<file path="config.mk">
export PLATFORM = sky130hd
export DESIGN_NAME = rot_prio_resolver
export DESIGN_NICKNAME = d
export VERILOG_FILES = /design/src/rtl/prr_pkg.sv /design/src/rtl/prr_scan.sv /design/src/rtl/prr_isr.sv /design/src/rtl/prr_base.sv /design/src/rtl/rot_prio_resolver.sv
export SDC_FILE = /design/constraint.sdc
export NUM_CORES = 1
export LEC_CHECK = 0
export BUFFER_PORTS_ARGS = -buffer_cell sky130_fd_sc_hd__buf_4
export CAP_MARGIN = 20
export CORE_MARGIN = 3
export CORE_UTILIZATION = 40
export DETAILED_ROUTE_END_ITERATION = 16
export GPL_TIMING_DRIVEN = 0
export PLACE_DENSITY = 0.65
export RECOVER_POWER = 50
export SETUP_SLACK_MARGIN = 0.2
export SYNTH_ARGS = -nofsm -noshare
export SYNTH_HDL_FRONTEND = slang
export SYNTH_HIERARCHICAL = 1
export SYNTH_SLANG_ARGS = --single-unit
</file>
<file path="constraint.sdc">
create_clock -name clk -period 5.47 [get_ports clk]
set_input_delay 0.2735 -clock clk [delete_from_list [all_inputs] [get_ports clk]]
set_output_delay 0.2735 -clock clk [all_outputs]
set_load 0.005 [all_outputs]
</file>
<file path="src/rtl/prr_pkg.sv">
package prr_pkg;
  typedef enum logic [2:0] {
    CMD_NOP        = 3'd0,
    CMD_EOI_NS     = 3'd1,
    CMD_EOI_NS_ROT = 3'd2,
    CMD_EOI_SP     = 3'd3,
    CMD_EOI_SP_ROT = 3'd4,
    CMD_SET_BASE   = 3'd5
  } prr_cmd_e;
endpackage

</file>
<file path="src/rtl/prr_scan.sv">
// Rotated priority scan: finds the first set bit starting at base, wrapping.
module prr_scan #(
  parameter int N = 8,
  localparam int W = $clog2(N)
) (
  input  logic [N-1:0] vec,
  input  logic [W-1:0] base,
  output logic         found,
  output logic [W-1:0] prio,
  output logic [W-1:0] idx
);
  always_comb begin
    found = 1'b0;
    prio  = '0;
    idx   = '0;
    // descending so the lowest offset is the last to assign
    for (int k = N - 1; k >= 0; k--) begin
      if (vec[W'(base + W'(k))]) begin
        found = 1'b1;
        prio  = W'(k);
        idx   = W'(base + W'(k));
      end
    end
  end

  always_comb begin
    if (found) a_r2_found_bit_set: assert (vec[idx]);
  end
endmodule

</file>
<file path="src/rtl/prr_isr.sv">
// In-service vector: clear applied before set.
module prr_isr #(
  parameter int N = 8,
  localparam int W = $clog2(N)
) (
  input  logic         clk,
  input  logic         rst_n,
  input  logic         clr_en,
  input  logic [W-1:0] clr_idx,
  input  logic         set_en,
  input  logic [W-1:0] set_idx,
  output logic [N-1:0] isr
);
  logic [N-1:0] isr_nxt;

  always_comb begin
    isr_nxt = isr;
    if (clr_en) isr_nxt[clr_idx] = 1'b0;
    if (set_en) isr_nxt[set_idx] = 1'b1;
  end

  always_ff @(posedge clk) begin
    if (!rst_n) isr <= '0;
    else        isr <= isr_nxt;
  end
endmodule

</file>
<file path="src/rtl/prr_base.sv">
// Priority base register with two load sources; source b wins.
module prr_base #(
  parameter int N = 8,
  localparam int W = $clog2(N)
) (
  input  logic         clk,
  input  logic         rst_n,
  input  logic         ld_a,
  input  logic [W-1:0] val_a,
  input  logic         ld_b,
  input  logic [W-1:0] val_b,
  output logic [W-1:0] base
);
  always_ff @(posedge clk) begin
    if (!rst_n)    base <= '0;
    else if (ld_b) base <= val_b;
    else if (ld_a) base <= val_a;
  end
endmodule

</file>
<file path="src/rtl/rot_prio_resolver.sv">
module rot_prio_resolver
  import prr_pkg::*;
#(
  parameter int N_LINES    = 8,
  parameter int CASC_LINE  = 2,
  parameter bit IS_PRIMARY = 1'b1,
  localparam int IDX_W = $clog2(N_LINES)
) (
  input  logic               clk,
  input  logic               rst_n,
  input  logic [N_LINES-1:0] pend_i,
  input  logic [N_LINES-1:0] mask_i,
  input  logic               ack_i,
  input  logic [2:0]         cmd_i,
  input  logic [IDX_W-1:0]   cmd_idx_i,
  input  logic               auto_eoi_i,
  input  logic               rot_aeoi_i,
  input  logic               sfnm_i,
  output logic               irq_o,
  output logic [IDX_W-1:0]   win_idx_o,
  output logic               spurious_o
);
  localparam logic [N_LINES-1:0] CASC_BIT = N_LINES'(1) << CASC_LINE;

  logic [N_LINES-1:0] isr, cand, isr_cur;
  logic [IDX_W-1:0]   base;
  logic               req_found, cur_found, top_found;
  logic [IDX_W-1:0]   req_prio, req_idx, cur_prio, cur_idx, top_prio, top_idx;
  prr_cmd_e           cmd;
  logic               is_ns, is_sp, rot_cmd, take;
  logic               clr_en, base_a_en, set_en, base_b_en;
  logic [IDX_W-1:0]   tgt_idx;

  assign cmd     = prr_cmd_e'(cmd_i);
  assign cand    = pend_i & ~mask_i;
  assign isr_cur = (IS_PRIMARY && sfnm_i) ? (isr & ~CASC_BIT) : isr;

  prr_scan #(.N(N_LINES)) u_req (.vec(cand),    .base(base), .found(req_found),
                                 .prio(req_prio), .idx(req_idx));
  prr_scan #(.N(N_LINES)) u_cur (.vec(isr_cur), .base(base), .found(cur_found),
                                 .prio(cur_prio), .idx(cur_idx));
  prr_scan #(.N(N_LINES)) u_top (.vec(isr),     .base(base), .found(top_found),
                                 .prio(top_prio), .idx(top_idx));

  assign irq_o      = req_found && (!cur_found || (req_prio < cur_prio));
  assign win_idx_o  = irq_o ? req_idx : IDX_W'(N_LINES - 1);
  assign spurious_o = ~irq_o;
  assign take       = ack_i & irq_o;

  always_comb begin
    is_ns   = (cmd == CMD_EOI_NS)     || (cmd == CMD_EOI_NS_ROT);
    is_sp   = (cmd == CMD_EOI_SP)     || (cmd == CMD_EOI_SP_ROT);
    rot_cmd = (cmd == CMD_EOI_NS_ROT) || (cmd == CMD_EOI_SP_ROT);
    tgt_idx = is_ns ? top_idx : cmd_idx_i;
    clr_en  = (is_ns && top_found) || is_sp;
    base_a_en = (rot_cmd && (is_sp || top_found)) || (cmd == CMD_SET_BASE);
    set_en    = take && !auto_eoi_i;
    base_b_en = take && auto_eoi_i && rot_aeoi_i;
  end

  prr_isr #(.N(N_LINES)) u_isr (
    .clk(clk), .rst_n(rst_n),
    .clr_en(clr_en), .clr_idx(tgt_idx),
    .set_en(set_en), .set_idx(win_idx_o),
    .isr(isr)
  );

  prr_base #(.N(N_LINES)) u_base (
    .clk(clk), .rst_n(rst_n),
    .ld_a(base_a_en), .val_a(IDX_W'(tgt_idx + IDX_W'(1))),
    .ld_b(base_b_en), .val_b(IDX_W'(win_idx_o + IDX_W'(1))),
    .base(base)
  );

  // a request always names an unmasked pending line
  a_r3_winner_is_candidate: assert property (@(posedge clk) disable iff (!rst_n)
    irq_o |-> cand[win_idx_o]);
  // the presented line is not already counted as in service
  a_r4_winner_not_in_service: assert property (@(posedge clk) disable iff (!rst_n)
    irq_o |-> !isr_cur[win_idx_o]);

  a_r6_ack_marks_line: assert property (@(posedge clk) disable iff (!rst_n)
    (ack_i && irq_o && !auto_eoi_i) |=> isr[$past(win_idx_o)]);

  a_r7_aeoi_rotates: assert property (@(posedge clk) disable iff (!rst_n)
    (ack_i && irq_o && auto_eoi_i && rot_aeoi_i) |=>
      base == IDX_W'($past(win_idx_o) + IDX_W'(1)));

  a_r9_ns_eoi_clears: assert property (@(posedge clk) disable iff (!rst_n)
    (cmd == CMD_EOI_NS && !ack_i && top_found) |=> !isr[$past(top_idx)]);

  a_r11_setbase_keeps_isr: assert property (@(posedge clk) disable iff (!rst_n)
    (cmd == CMD_SET_BASE && !ack_i) |=> isr == $past(isr));
endmodule

</file>
==> results.yml, run 1 <==
timing:
  clock.fmax_ghz: 0.205
  post-route-period-util_pct: 89.2
  setup_viol: 0
  holdWs_ns: 0.292
  fin_crit_ns: 4.88
  skew_ns: 0.00108
  tns_ns: 0
  report.final.slew_viol_count: 0
  hold_viol: 0
  grt_setup_unrepaired: "no"
  worst_pin_slew_ns: 0.546
  max_slew_margin_pct: 63.6
logic_synthesis:
  syn_avg_cell_area_um2: 9.15
  syn_inst: 352
  yosysWarnings: 6
  syn_nets: 390
  syn_area_um2: 3220
grt:
  antenna_found_initial: 0
  grt_pass1_wl_um: 13200
  grt_overflow: 0
  grt_start_max_net_pins: 17
  grt_usage_pct: 17.5
  grt_pass1_vias: 2787
routing:
  first_pass_iters: 5
  wire_per_inst_um: 16.5
  drtIter0Drc: 139
  drcViolationCount: 0
  vias: 2929
  ant_nets: 0
  routed_wl_um: 8100
  vias_per_cell: 5.98
floorplan:
  core_um2: 7770
  io_pins: 33
  die_h_um: 95.7
  fp-row-count: 32
  dieWidth_um: 95.7
  die_area_um2: 9160
  start_util_pct: 41.4
clocking:
  clock_latency_ns: 0.23
  ctsLongestPathBuffers: 2
  clock_sinks: 11
  cts_hold_buf: 0
  cts_tree: "built"
  cts_buffers: 3
  cts_max_level: 1
  clk_pin_slew_ns: 0.05
  root_buffer: "clkbuf_8"
outcome:
  status: "finished, final reports clean"
final_layout:
  antenna_cells: 0
  areaGrowthSynthToFinish_pct: 13.2
  layout-drive-gt1-share_pct: 29.9
  fin_area_um2: 3640
  nets: 427
hold_path:
  min_path_type: "primary input to flop"
run:
  cap_violations: 0
placement:
  post-dp-hpwl_um: 6360
  placed_area_um2: 3590
  gp_congestion: 0.877
  port_buffers: 32
critical_path:
  startpoint_type: "flop"
  crit_fanout: 16
  worstSetupEndpointType: "flop"
  worstPathArrival_ns: 5.01
  crit_type: "flop to flop"
  crit_required_ns: 5.60
[metal layers]
metal | share of wire (%) | vias to the layer above | track usage, %
met5 | 0 | - | 0
met4 | 0.47 | 0 | 1.90
met3 | 2.9 | 4 | 1.56
met2 | 48 | 58 | 29.4
met1 | 49 | 1427 | 25.2
li1 | - | 1440 | -
[final cells by class]
type                    count  area, µm²
well taps                 102        128
inverters                  17       63.8
clock buffers               3       41.3
flip-flops and latches     11        221
clock inverters             1       5.00
plain buffers              19        200
fillers                   772       4120
multi-input cells         305       2740
repair buffers             32        240
[repair_timing]
| action | in CTS | in global routing |
|---|---|---|
| endpoints found under the setup margin | 0 | 9 |
| buffers inserted | 0 | 0 |
| resized for setup | 0 | 3 |
[cell usage in the layout (no fill, tap or decap), types with 8 or more instances in the layout]
cell type  instances
a21oi_1            9
clkbuf_8          12
mux2i_1           24
nor2_1            20
o21ai_0           18
ha_1              10
nand2b_1          10
inv_1             14
buf_4             35
dfxtp_1           10
mux2_2            19
nand2_1           26
nor3_1             8
nand3_1            8
mux4_2            15
xnor2_1           11
nor2b_1           14
[worst paths after layout]
path / slack, ns / to / from / depth (start not counted)
setup / recovery: 0.59 / u_base/base[2] / u_base/base[1] / 19
hold / removal: 0.29 / u_base/base[0] / rst_n / 2
setup reg to reg: 0.59 / u_base/base[2] / u_base/base[1] / 19
hold reg to reg: 0.57 / u_isr/isr[2] / u_isr/isr[2] / 2
[per-stage QoR]
step | setup WS (ns) | instances | util [%]
after detailed placement | 0.331 | 486 | 46.2
final | 0.588 | 490 | 46.9
after global placement | 0.329 | 486 | 46.2
after floorplan | 1.17 | 352 | -
after global routing | 0.244 | 490 | 46.9
after CTS | 0.262 | 490 | 46.8
[sequential cells by signal (all words and copies together) (netlist names)]
| register | flops |
|---|---|
| u_isr/isr | 8 |
| u_base/base | 3 |
[critical path, stage by stage, from the launching register on]
cell	delay (ns)
dfxtp_2	0.57
buf_4	0.29
inv_1	0.17
ha_1	0.35
clkbuf_8	0.18
mux2_1	0.37
mux2i_1	0.33
a211oi_1	0.13
or2_2	0.31
nor2_1	0.16
nor4_1	0.07
ha_1	0.31
o21ai_0	0.08
o21bai_1	0.11
a21boi_2	0.33
nand2b_1	0.29
ha_1	0.29
xnor2_1	0.13
nand2b_1	0.16
o211a_1	0.12
Power of run 1 is not shown: default switching activity piles up to over one toggle a cycle in this logic, so the estimate is an artifact.
==> run 2: changes to the inputs <==
--- a/config.mk
+++ b/config.mk
@@ -8,10 +8,10 @@
 export BUFFER_PORTS_ARGS = -buffer_cell sky130_fd_sc_hd__buf_4
 export CAP_MARGIN = 20
 export CORE_MARGIN = 3
-export CORE_UTILIZATION = 40
+export CORE_UTILIZATION = 32
 export DETAILED_ROUTE_END_ITERATION = 16
 export GPL_TIMING_DRIVEN = 0
-export PLACE_DENSITY = 0.65
+export PLACE_DENSITY = 0.55
 export RECOVER_POWER = 50
 export SETUP_SLACK_MARGIN = 0.2
 export SYNTH_ARGS = -nofsm -noshare
==> results.yml, run 2 (synthesis gave the netlist of run 1 again) <==
clocking:
  ctsLongestPathBuffers: 2
  cts_tree: "built"
  cts_buffers: 3
  cts_resized: 0
  cts_hold_buf: 0
  cts_max_level: 1
  root_buffer: "clkbuf_8"
  cts_setup_buffers: 0
  clock_sinks: 11
  clk_pin_slew_ns: 0.05
  clock_latency_ns: 0.24
placement:
  port_buffers: 32
  gp_congestion: 0.827
  post-dp-hpwl_um: 6390
grt:
  antenna_found_initial: 0
  grt_pass1_vias: 2691
  met1_usage_pct: 21.0
  grt_use_met2_pct: 23.3
  grt_start_max_net_pins: 17
  grt_overflow: 0
  grt_pass1_wl_um: 13500
  grt_usage_pct: 14.1
  met3_usage_pct: 0.789
  busiest_layer: "met2"
floorplan:
  io_pins: 33
  start_util_pct: 33.9
  die_h_um: 106
  dieWidth_um: 106
  die_area_um2: 11300
  fp-row-count: 35
  core_um2: 9500
routing:
  first_pass_iters: 4
  ant_nets: 0
  drcViolationCount: 0
  routed_wl_um: 8110
  vias: 2937
  vias_per_cell: 5.68
  drtIter0Drc: 206
  wire_per_inst_um: 15.7
timing:
  grt_setup_unrepaired: "no"
  worst_pin_slew_ns: 0.564
  skew_ns: 0.00196
  fin_crit_ns: 4.83
  max_slew_margin_pct: 62.4
  hold_viol: 0
  report.final.slew_viol_count: 0
  tns_ns: 0
  clock.fmax_ghz: 0.207
  post-route-period-util_pct: 88.3
  setup_viol: 0
hold_path:
  min_path_type: "primary input to flop"
critical_path:
  crit_required_ns: 5.64
  cp_slowest_stage_delay_ns: 0.58
  startpoint_type: "flop"
  critPathBufInv: 4
  crit_fanout: 10
  cp_slowest_cell: "or4b_1"
  crit_type: "flop to flop"
  worstPathCellList: "buf_6, clkbuf_8, inv_1, ha_1, clkbuf_8, mux2_1, nor3_1, a211oi_1, or2_2, nor2_1, nor4_1, ha_1, o21ai_0, o21bai_1, a21boi_2, nand2b_1, or4b_1, o22ai_1"
  crit_family: "simple AND/OR/NAND/NOR gates"
  worstPathArrival_ns: 5.00
  worstSetupEndpointType: "flop"
final_layout:
  top_register: "u_isr/isr"
  areaGrowthSynthToFinish_pct: 14.1
  antenna_cells: 0
  final_cell_mix: "buf_4, nand2_1, mux2i_1, nor2_1, mux2_2"
  top_regs: "u_isr/isr: 8 flops, u_base/base: 3 flops"
  final_common_cell: "buf_4"
  layout-drive-gt1-share_pct: 29.4
  nets: 427
  largest_register_ffs: 8
  n_fill_cell: 956
run:
  cap_violations: 0
outcome:
  status: "finished, final reports clean"
==> run 2: worst register-to-register path, delay by kind of cell (launching register included) <==
| family | cells | cell delay, ns |
|---|---|---|
| AND/OR/NAND/NOR | 6 | 1.74 |
| AO/OA/AOI/OAI | 5 | 0.76 |
| buffers and inverters | 4 | 0.68 |
| adder cells (fa/ha/maj) | 2 | 0.66 |
| flip-flops | 1 | 0.53 |
| multiplexers | 1 | 0.38 |
==> run 2: per-stage QoR <==
stage | std cells | hold slack [ns] | utilization [%] | worst slack (ns) | cell area, µm²
final | 517 | 0.296 | 38.7 | 0.642 | 3670
after global routing | 517 | 0.295 | 38.7 | 0.131 | 3670
after CTS | 517 | 0.291 | 38.6 | 0.265 | 3670
after detailed placement | 513 | 0.537 | 38.1 | 0.279 | 3620
after global placement | 513 | 0.527 | 38.1 | 0.283 | 3620
after floorplan | 352 | 0.407 | - | 1.17 | 3220
==> run 2: area by class of cell <==
class / instances / area (µm²) / share of cell area, %
clock buffers: 3 / 41.3 / 1.12
plain buffers: 19 / 200 / 5.45
multi-input cells: 305 / 2740 / 74.5
repair buffers: 32 / 240 / 6.54
well taps: 129 / 161 / 4.39
flip-flops and latches: 11 / 224 / 6.09
inverters: 17 / 63.8 / 1.74
clock inverters: 1 / 5.00 / 0.136
==> run 2: layer usage <==
| layer | vias to the layer above | wire, µm | part of all wire [%] |
|---|---|---|---|
| met1 | 1441 | 4100 | 51 |
| li1 | 1441 | - | - |
| met4 | 0 | 40 | 0.49 |
| met5 | - | 0 | 0 |
| met2 | 51 | 3810 | 47 |
| met3 | 4 | 160 | 2.0 |
==> run 2: path summary, 6_finish.rpt <==
kind / cells past startpoint / slack (ns) / endpoint / startpoint
worst min register to register: 2 / 0.58 / u_isr/isr[2] / u_isr/isr[2]
worst min-delay path: 2 / 0.30 / u_base/base[2] / rst_n
worst max-delay path: 18 / 0.64 / u_isr/isr[0] / u_base/base[0]
worst max register to register: 18 / 0.64 / u_isr/isr[0] / u_base/base[0]
Power of run 2 is left out for the same reason.
